`config.mk`:
```
export PLATFORM = sky130hd
export DESIGN_NAME = pm_cap_regs
export DESIGN_NICKNAME = d
export VERILOG_FILES = /design/src/rtl/pm_cap_pkg.sv /design/src/rtl/pm_cap_word.sv /design/src/rtl/pm_state_reg.sv /design/src/rtl/pm_event_reg.sv /design/src/rtl/pm_cap_regs.sv
export SDC_FILE = /design/constraint.sdc
export NUM_CORES = 1
export LEC_CHECK = 0
export BUFFER_PORTS_ARGS = -buffer_cell sky130_fd_sc_hd__buf_4
export CAP_MARGIN = 30
export CORE_MARGIN = 1
export CORE_UTILIZATION = 45
export CTS_CLUSTER_DIAMETER = 120
export CTS_CLUSTER_SIZE = 40
export DETAILED_ROUTE_END_ITERATION = 12
export GPL_TIMING_DRIVEN = 0
export HOLD_SLACK_MARGIN = 0.08
export PLACE_DENSITY = 0.86
export SLEW_MARGIN = 20
export SYNTH_ARGS = -nofsm -noshare
export SYNTH_HDL_FRONTEND = slang
export SYNTH_HIERARCHICAL = 1
export SYNTH_SLANG_ARGS = --single-unit
export TNS_END_PERCENT = 50
```
`constraint.sdc`:
```
create_clock -name clk -period 2.2 [get_ports clk]
set_input_delay 0.44 -clock clk [delete_from_list [all_inputs] [get_ports clk]]
set_output_delay 0.44 -clock clk [all_outputs]
set_load 0.01 [all_outputs]
```
`src/rtl/pm_cap_pkg.sv`:
```
package pm_cap_pkg;
   typedef enum logic [1:0] {
      PS_D0 = 2'd0,
      PS_D1 = 2'd1,
      PS_D2 = 2'd2,
      PS_D3 = 2'd3
   } pstate_e;

   localparam int unsigned WORD_W     = 16;
   localparam int unsigned N_PSTATES  = 4;
   localparam int unsigned SEL_W      = 4;
   localparam int unsigned SEL_LSB    = 9;
   localparam int unsigned EN_BIT     = 8;
   localparam int unsigned STAT_BIT   = 15;
   localparam logic [1:0]  SCALE_VAL  = 2'b01;
   localparam logic [2:0]  SPEC_VER   = 3'b010;
   localparam int unsigned CAP_D1_BIT = 9;
   localparam int unsigned CAP_D2_BIT = 10;
endpackage

```
`src/rtl/pm_cap_word.sv`:
```
module pm_cap_word
   import pm_cap_pkg::*;
#(
   parameter int unsigned N_ST = N_PSTATES
) (
   input  logic [N_ST-1:0]   supported,
   output logic [WORD_W-1:0] cap_word
);
   always_comb begin
      cap_word             = '0;
      cap_word[2:0]        = SPEC_VER;
      cap_word[CAP_D1_BIT] = supported[1];
      cap_word[CAP_D2_BIT] = supported[2];
   end
endmodule

```
`src/rtl/pm_state_reg.sv`:
```
module pm_state_reg
   import pm_cap_pkg::*;
#(
   parameter int unsigned N_ST = N_PSTATES
) (
   input  logic            clk,
   input  logic            rst_n,
   input  logic            wr_en,
   input  pstate_e         wr_state,
   input  logic [N_ST-1:0] supported,
   output pstate_e         state_q
);
   always_ff @(posedge clk) begin
      if (!rst_n)
         state_q <= PS_D0;
      else if (wr_en && supported[wr_state])
         state_q <= wr_state;
   end


   unsupported_hold_chk: assert property (@(posedge clk) disable iff (!rst_n)
      (wr_en && !supported[wr_state]) |=> $stable(state_q));


   state_legal_chk: assert property (@(posedge clk) disable iff (!rst_n)
      supported[state_q]);
endmodule

```
`src/rtl/pm_event_reg.sv`:
```
module pm_event_reg
   import pm_cap_pkg::*;
#(
   parameter int unsigned DSEL_W = SEL_W
) (
   input  logic              clk,
   input  logic              rst_n,
   input  logic              aux_present,
   input  logic              pme_event,
   input  logic              hi_wr,
   input  logic              wr_en_bit,
   input  logic [DSEL_W-1:0] wr_dsel,
   input  logic              wr_clr,
   output logic              status_q,
   output logic              en_q,
   output logic [DSEL_W-1:0] dsel_q,
   output logic              pme_out
);
   logic status_d;
   logic en_d;
   logic clr_now;

   assign clr_now = hi_wr & wr_clr;

   always_comb begin
      status_d = pme_event | (status_q & ~clr_now);
      en_d     = hi_wr ? wr_en_bit : en_q;
   end

   always_ff @(posedge clk) begin
      if (!rst_n) begin
         status_q <= 1'b0;
         en_q     <= aux_present;
         dsel_q   <= '0;
         pme_out  <= 1'b0;
      end else begin
         status_q <= status_d;
         en_q     <= en_d;
         if (hi_wr)
            dsel_q <= wr_dsel;
         pme_out  <= status_d & en_d;
      end
   end


   event_sets_status_chk: assert property (@(posedge clk) disable iff (!rst_n)
      pme_event |=> status_q);


   status_sticky_chk: assert property (@(posedge clk) disable iff (!rst_n)
      (status_q && !clr_now) |=> status_q);


   clear_drops_pme_chk: assert property (@(posedge clk) disable iff (!rst_n)
      (clr_now && !pme_event) |=> !pme_out);


   pme_needs_status_chk: assert property (@(posedge clk) disable iff (!rst_n)
      pme_out |-> (status_q && en_q));


   en_reset_value_chk: assert property (@(posedge clk)
      !rst_n |=> (en_q == $past(aux_present)));
endmodule

```
`src/rtl/pm_cap_regs.sv`:
```
module pm_cap_regs
   import pm_cap_pkg::*;
#(
   parameter int unsigned ADDR_W         = 2,
   parameter logic [3:0]  SUPPORTED_MASK = 4'b1111,
   parameter int unsigned CAP_IDX        = 0,
   parameter int unsigned CSR_IDX        = 1
) (
   input  logic              clk,
   input  logic              rst_n,
   input  logic              cfg_wr,
   input  logic [ADDR_W-1:0] cfg_addr,
   input  logic [1:0]        cfg_be,
   input  logic [15:0]       cfg_wdata,
   output logic [15:0]       cfg_rdata,
   input  logic              pme_event,
   input  logic              aux_present,
   output logic              pme_out,
   output logic [1:0]        pwr_state
);
   localparam int unsigned N_WORDS = 1 << ADDR_W;
   localparam int unsigned BE_W    = WORD_W / 8;

   if (ADDR_W < 2) begin : g_addr_chk
      $error("ADDR_W must cover the capability, control and extension words");
   end
   if (CAP_IDX == CSR_IDX) begin : g_idx_chk
      $error("CAP_IDX and CSR_IDX must differ");
   end
   if (CAP_IDX >= N_WORDS || CSR_IDX >= N_WORDS) begin : g_range_chk
      $error("word index outside the address range");
   end
   if (BE_W != 2) begin : g_be_chk
      $error("control word must be two bytes wide");
   end

   logic [N_PSTATES-1:0] supported;
   for (genvar i = 0; i < N_PSTATES; i++) begin : g_sup
      if (i == 0 || i == N_PSTATES - 1) begin : g_mand
         assign supported[i] = 1'b1;
      end else begin : g_opt
         assign supported[i] = SUPPORTED_MASK[i];
      end
   end

   logic csr_hit;
   logic lo_wr;
   logic hi_wr;
   assign csr_hit = cfg_wr && (cfg_addr == ADDR_W'(CSR_IDX));
   assign lo_wr   = csr_hit & cfg_be[0];
   assign hi_wr   = csr_hit & cfg_be[1];

   logic [WORD_W-1:0] cap_word;
   pm_cap_word #(.N_ST(N_PSTATES)) u_cap (
      .supported (supported),
      .cap_word  (cap_word)
   );

   pstate_e state_q;
   pm_state_reg #(.N_ST(N_PSTATES)) u_state (
      .clk       (clk),
      .rst_n     (rst_n),
      .wr_en     (lo_wr),
      .wr_state  (pstate_e'(cfg_wdata[1:0])),
      .supported (supported),
      .state_q   (state_q)
   );

   logic             status_q;
   logic             en_q;
   logic [SEL_W-1:0] dsel_q;
   pm_event_reg #(.DSEL_W(SEL_W)) u_event (
      .clk         (clk),
      .rst_n       (rst_n),
      .aux_present (aux_present),
      .pme_event   (pme_event),
      .hi_wr       (hi_wr),
      .wr_en_bit   (cfg_wdata[EN_BIT]),
      .wr_dsel     (cfg_wdata[SEL_LSB +: SEL_W]),
      .wr_clr      (cfg_wdata[STAT_BIT]),
      .status_q    (status_q),
      .en_q        (en_q),
      .dsel_q      (dsel_q),
      .pme_out     (pme_out)
   );

   logic [WORD_W-1:0] csr_word;
   always_comb begin
      csr_word                      = '0;
      csr_word[1:0]                 = state_q;
      csr_word[EN_BIT]              = en_q;
      csr_word[SEL_LSB +: SEL_W]    = dsel_q;
      csr_word[STAT_BIT-1 -: 2]     = SCALE_VAL;
      csr_word[STAT_BIT]            = status_q;
   end

   always_comb begin
      if (cfg_addr == ADDR_W'(CAP_IDX))
         cfg_rdata = cap_word;
      else if (cfg_addr == ADDR_W'(CSR_IDX))
         cfg_rdata = csr_word;
      else
         cfg_rdata = '0;
   end

   assign pwr_state = state_q;


   lo_lane_off_chk: assert property (@(posedge clk) disable iff (!rst_n)
      (csr_hit && !cfg_be[0]) |=> $stable(pwr_state));


   hi_lane_off_chk: assert property (@(posedge clk) disable iff (!rst_n)
      (csr_hit && !cfg_be[1] && !pme_event) |=> $stable(cfg_rdata[12:8]));
endmodule

```
After elaboration in Yosys (flattened, before gate mapping). Index checks and enable logic that the tools add are counted.

Flip-flop bits (word level): 9. Latch bits: 0. Bits in writable memories: 0. Memory bits (read-only): 0. Input port bits: 25. Output and inout port bits: 19. Logic and storage cells: 23. Memories kept: 0.

Add/sub/neg operators: 0. $mul: 0. Divide/modulo/power cells: 0. Magnitude comparators: 1. Equal/unequal tests: 1. Shift operators: 0. Multiplexer cells: 6. Bitwise operators: 7. Reductions and logical operators: 3.

Operator list (number): $mux W16 (2); $and A1 B1 Y1 (5); $lt A2 B3 Y1 const B (1); $mux W1 (3); $bmux W1 S2 (1); $eq A2 B1 Y1 const B (1); $logic_and A1 B1 Y1 (2); $logic_not A2 Y1 (1); $not A1 Y1 (1); $or A1 B1 Y1 (1).

Longest topological paths before layout.
Depth in word-level cells: 8. Gate-level depth with buffers: 5. Mapped depth without buffers: 4.

Cells and area by module. The synthesis kept the hierarchy.

By module, submodules not included: pm_event_reg (instances 1, cells each 24, area each 252.7 um2, seq. area each 140.1 um2); pm_cap_regs (instances 1, cells each 31, area each 209.0 um2, seq. area each 0.0 um2); pm_cap_word (instances 1, cells each 18, area each 127.6 um2, seq. area each 0.0 um2); pm_state_reg (instances 1, cells each 13, area each 126.4 um2, seq. area each 40.0 um2).

Worst setup path after synthesis. OpenSTA, ideal clock, no wires.

Kind: input to register. From: input port cfg_addr[1]. To: register u_state.state_q[1]. Library setup time: 0.115 ns. Data arrival time: 1.257 ns. Data required time: 2.085 ns. Setup slack: 0.828 ns. Cell stages on the path: 5. Path buffers: 1. Cell sequence: buf_4 > and4b_1 > nor2b_1 > a21boi_0 > o21a_1.

Longest elaborated chain between the ends: 4.

Ends and longest elaborated chain: start: declaration (line pm_cap_regs.sv:12) `input logic [ADDR_W-1:0] cfg_addr,`; $eq A2 B1 Y1 (line pm_cap_regs.sv:49) `assign csr_hit = cfg_wr && (cfg_addr == ADDR_W'(CSR_IDX));`; $logic_and A1 B1 Y1 (line pm_cap_regs.sv:49); $and A1 B1 Y1 (line pm_cap_regs.sv:50) `assign lo_wr = csr_hit & cfg_be[0];`; net lo_wr (line pm_cap_regs.sv:47) `logic lo_wr;`; $logic_and A1 B1 Y1 (line pm_state_reg.sv:16) `else if (wr_en && supported[wr_state])`; end signal: assignment (line pm_state_reg.sv:17) `state_q <= wr_state;`; end: declaration (line pm_state_reg.sv:11) `output pstate_e state_q`.

The timed path passes the listed nets, and every way through them passes these cells. A chain may end at the register's enable or synchronous reset.

Worst setup path after layout.
From: input port cfg_addr[0]. To: output port cfg_rdata[10].

Longest elaborated chain between the ends: 3. Elaborated cells between the ends (all ways): 4. Those cells by class: eq/ne: 1; mux: 2; reduce/logical: 1.

Ends and longest elaborated chain: $eq A2 B1 Y1 (line pm_cap_regs.sv:100) `else if (cfg_addr == ADDR_W'(CSR_IDX))`; $mux W16 (line pm_cap_regs.sv:100); $mux W16 (*) (line pm_cap_regs.sv:98) `if (cfg_addr == ADDR_W'(CAP_IDX))`; end: declaration (line pm_cap_regs.sv:15) `output logic [15:0] cfg_rdata,`.

Every way passes the cells marked *; elsewhere a longest branch is shown, timed or not.

==> qor.csv <==
stage;metric;value;unit
run_status;status;finished, final reports clean;
critical_path;worstRegToRegCells;2;
clocking;worstSkewPairLatency;260;ps
placed_design;port-buffer-count;28;
global_route;grt_max_degree;11;
critical_path;cp-start-kind;input port;
sta;hold_violations;0;
hold_path;hold_start;cfg_wdata[15];
synthesis;syn-cell-area;715.7;sq um
sta;rsz0062_at_grt;false;
floorplan;coreArea;1489;sq um
sta;fmaxAchievable;0.6640;GHz
sta;fin_skew;0.1724;ps
clocking;path_clk_slew;60;ps
floorplan;initial_utilization;48.07;%
routing;ant_nets;0;
power_and_ir_drop;power_density;417.4;nW/um^2
synthesis;synth_common_cells;17 x buf_4, 17 x nor2_1, 15 x mux2i_1;
sta;tns;0;ps
floorplan;die-area;1754;sq um
cells_and_area;fillerInstances;131;
synthesis;ys_seq_area_share;25.17;%
critical_path;crit_fanout;10;
global_route;grt_pass1_vias;593;
critical_path;ff2ff_setup_slack;1460;ps
critical_path;r2r_start;u_event/en_q;
global_route;grtUsageTotal;19.91;%
hold_path;hold_path_depth;2;
floorplan;die_h;41.88;um
critical_path;end_kind;primary output;
synthesis;synthDistinctLibCells;20;
clocking;holdBufCountCts;0;
cells_and_area;fin_util;69.58;%
placed_design;dpl-instance-area;1010;sq um
critical_path;arrival;1070;ps
synthesis;yosysTopAreaCell;dfxtp_1;
hold_path;hp-class;in -> reg;
synthesis;netlist_top_cells_area;dfxtp_1 25%, mux2i_1 21%, buf_4 18%;
cells_and_area;stdcell_area;1036;sq um
critical_path;path_cells;buf_4 -> buf_6 -> mux2i_1 -> nor2_1 -> buf_4;
placed_design;dpl.hpwl;1.214;mm
power_and_ir_drop;power_leakage;0.5581;nW
clocking;post_cts_resized;0;
synthesis;yosys_warnings;6;
cells_and_area;regArea;180.2;sq um
flow_run;max_cap_violations;0;
routing;avgRoutedWirePerCell;10.17;um
sta;slew_viol_final;0;
synthesis;synth_cells;86;
floorplan;die_w;41.88;um
clocking;cts_setup_buffers;0;
routing;first_iter_violations;6;
clocking;cts_made_buffers;3;
global_route;antenna_found_initial;0;
floorplan;rows;14;
clocking;cts_sinks;9;
clocking;clockBufferDepth;2;
cells_and_area;final_layout_size_suffix_gt1_share;39.26;%
synthesis;netlist.area_leader.share;25.17;%
critical_path;cpPeakStageDelay;190;ps
global_route;grt_pass1_wl;2.615;mm
critical_path;rr_endpoint;u_event/pme_out;
sta;finalSetupViolCount;0;
routing;first_pass_iters;4;
clocking;root_buffer;clkbuf_4;
routing;viasPerCell;4.411;
sta;fin_crit_sh;68.46;%
routing;wirelength;1.535;mm
cells_and_area;antenna_cells;0;
clocking;htreeDepth;1;
synthesis;syn_avg_cell_area;8.322;sq um
synthesis;async_reset_ff_share;0;%
floorplan;pin_count;44;
critical_path;crit_type;in -> out;
routing;vias;666;
power_and_ir_drop;peakVddDrop;0.2663;mV
routing;drc;0;
cells_and_area;area_growth;44.75;%
synthesis;ys_seq_elements;9;
global_route;grt_overflow;0;
clocking;cts_tree;done;
synthesis;synth_edf_count;0;
hold_path;hold_end;u_event/status_q;
cells_and_area;multi_input_area;441.7;sq um
critical_path;cp.required;1760;ps
critical_path;crit_path_frequent_cell;buf_4;
placed_design;gp_congestion;0.7246;
cells_and_area;finalNetCount;161;
critical_path;crit_slowest_cell;mux2i_1;
sta;period_minus_slack;1506;ps
synthesis;ys.flop_type;dfxtp_1;
==> metal layers <==
layer | vias to the layer above | wire length (um) | global-route usage, %
li1 | 346 | - | -
met1 | 298 | 582 | 22.70
met2 | 18 | 848 | 35.00
met3 | 4 | 75 | 2.609
met4 | 0 | 27 | 11.61
met5 | - | 0 | 0
==> worst max path at each step <==
stage          slack, ps                 end        start  depth (start not counted)
3_5_place_dp         590  u_state/state_q[1]  cfg_addr[1]                          6
5_1_grt              630        cfg_rdata[9]  cfg_addr[0]                          5
6_report             690       cfg_rdata[10]  cfg_addr[0]                          5
2_1_floorplan        830  u_state/state_q[1]  cfg_addr[1]                          5
3_3_place_gp         640  u_state/state_q[1]  cfg_addr[1]                          6
4_1_cts              680       cfg_rdata[10]  cfg_addr[0]                          5
==> area by class of cell <==
| cell class | instances | share of cell area (%) |
|---|---|---|
| Tap cell | 16 | 1.932 |
| Clock buffer | 4 | 2.536 |
| Inverter | 2 | 0.7246 |
| Sequential cell | 9 | 17.39 |
| Timing Repair Buffer | 28 | 20.29 |
| Multi-Input combinational cell | 73 | 42.63 |
| Buffer | 19 | 14.49 |
==> state kept, by name, indices dropped and copies added (netlist names) <==
signal,cells
u_event/status_q,1
u_event/en_q,1
u_event/pme_out,1
u_state/state_q,2
u_event/dsel_q,4
==> placed cells by master (no fill, tap or decap) <==
cell	netlist	final
and2_1	7	7
o21a_1	1	1
a21boi_0	1	1
clkbuf_4	0	3
buf_4	17	45
buf_6	2	2
nand2_1	3	3
nor2_1	17	17
and4b_2	1	1
a311oi_1	1	1
nor2b_1	1	1
a21oi_1	1	1
and4b_1	1	1
dfxtp_1	9	9
o21ai_0	1	1
a31oi_1	1	1
o2bb2ai_2	1	1
mux2i_1	15	15
clkbuf_1	0	1
conb_1	3	20
inv_1	2	2
mux2_4	1	1
==> worst max-delay path: cells and delay by family <==
kind | cells | cell delay [ps]
buffers and inverters | 3 | 380
muxes | 1 | 190
and+or+nand+nor | 1 | 50
==> report_power, final <==
group,total (mW),internal [mW],switching (mW)
sequential,0.172,0.170,0.00282
clock,0.134,0.0702,0.0636
combinational,0.126,0.0732,0.0530
total,0.432,0.313,0.119
==> stage by stage <==
step,power [mW],worst slack [ps],hold WS [ps],instances
6_report,0.4325,694.0,382.4,151
5_1_grt,0.4625,626.3,375.6,151
4_1_cts,0.4368,681.2,373.1,151
3_5_place_dp,0.2995,586.9,475.8,147
3_3_place_gp,0.2975,638.8,468.1,147
2_1_floorplan,0.2519,828.3,460.1,103
==> cell families after synthesis <==
kind of cell           Yosys count  synth area share, %
AOI/OAI and AO/OA                7                7.692
buffers and inverters           21                22.03
DFF                              9                25.17
muxes                           16                23.08
other                            3                1.573
and+or+nand+nor                 30                20.45
(Power assumes the default switching activity.)
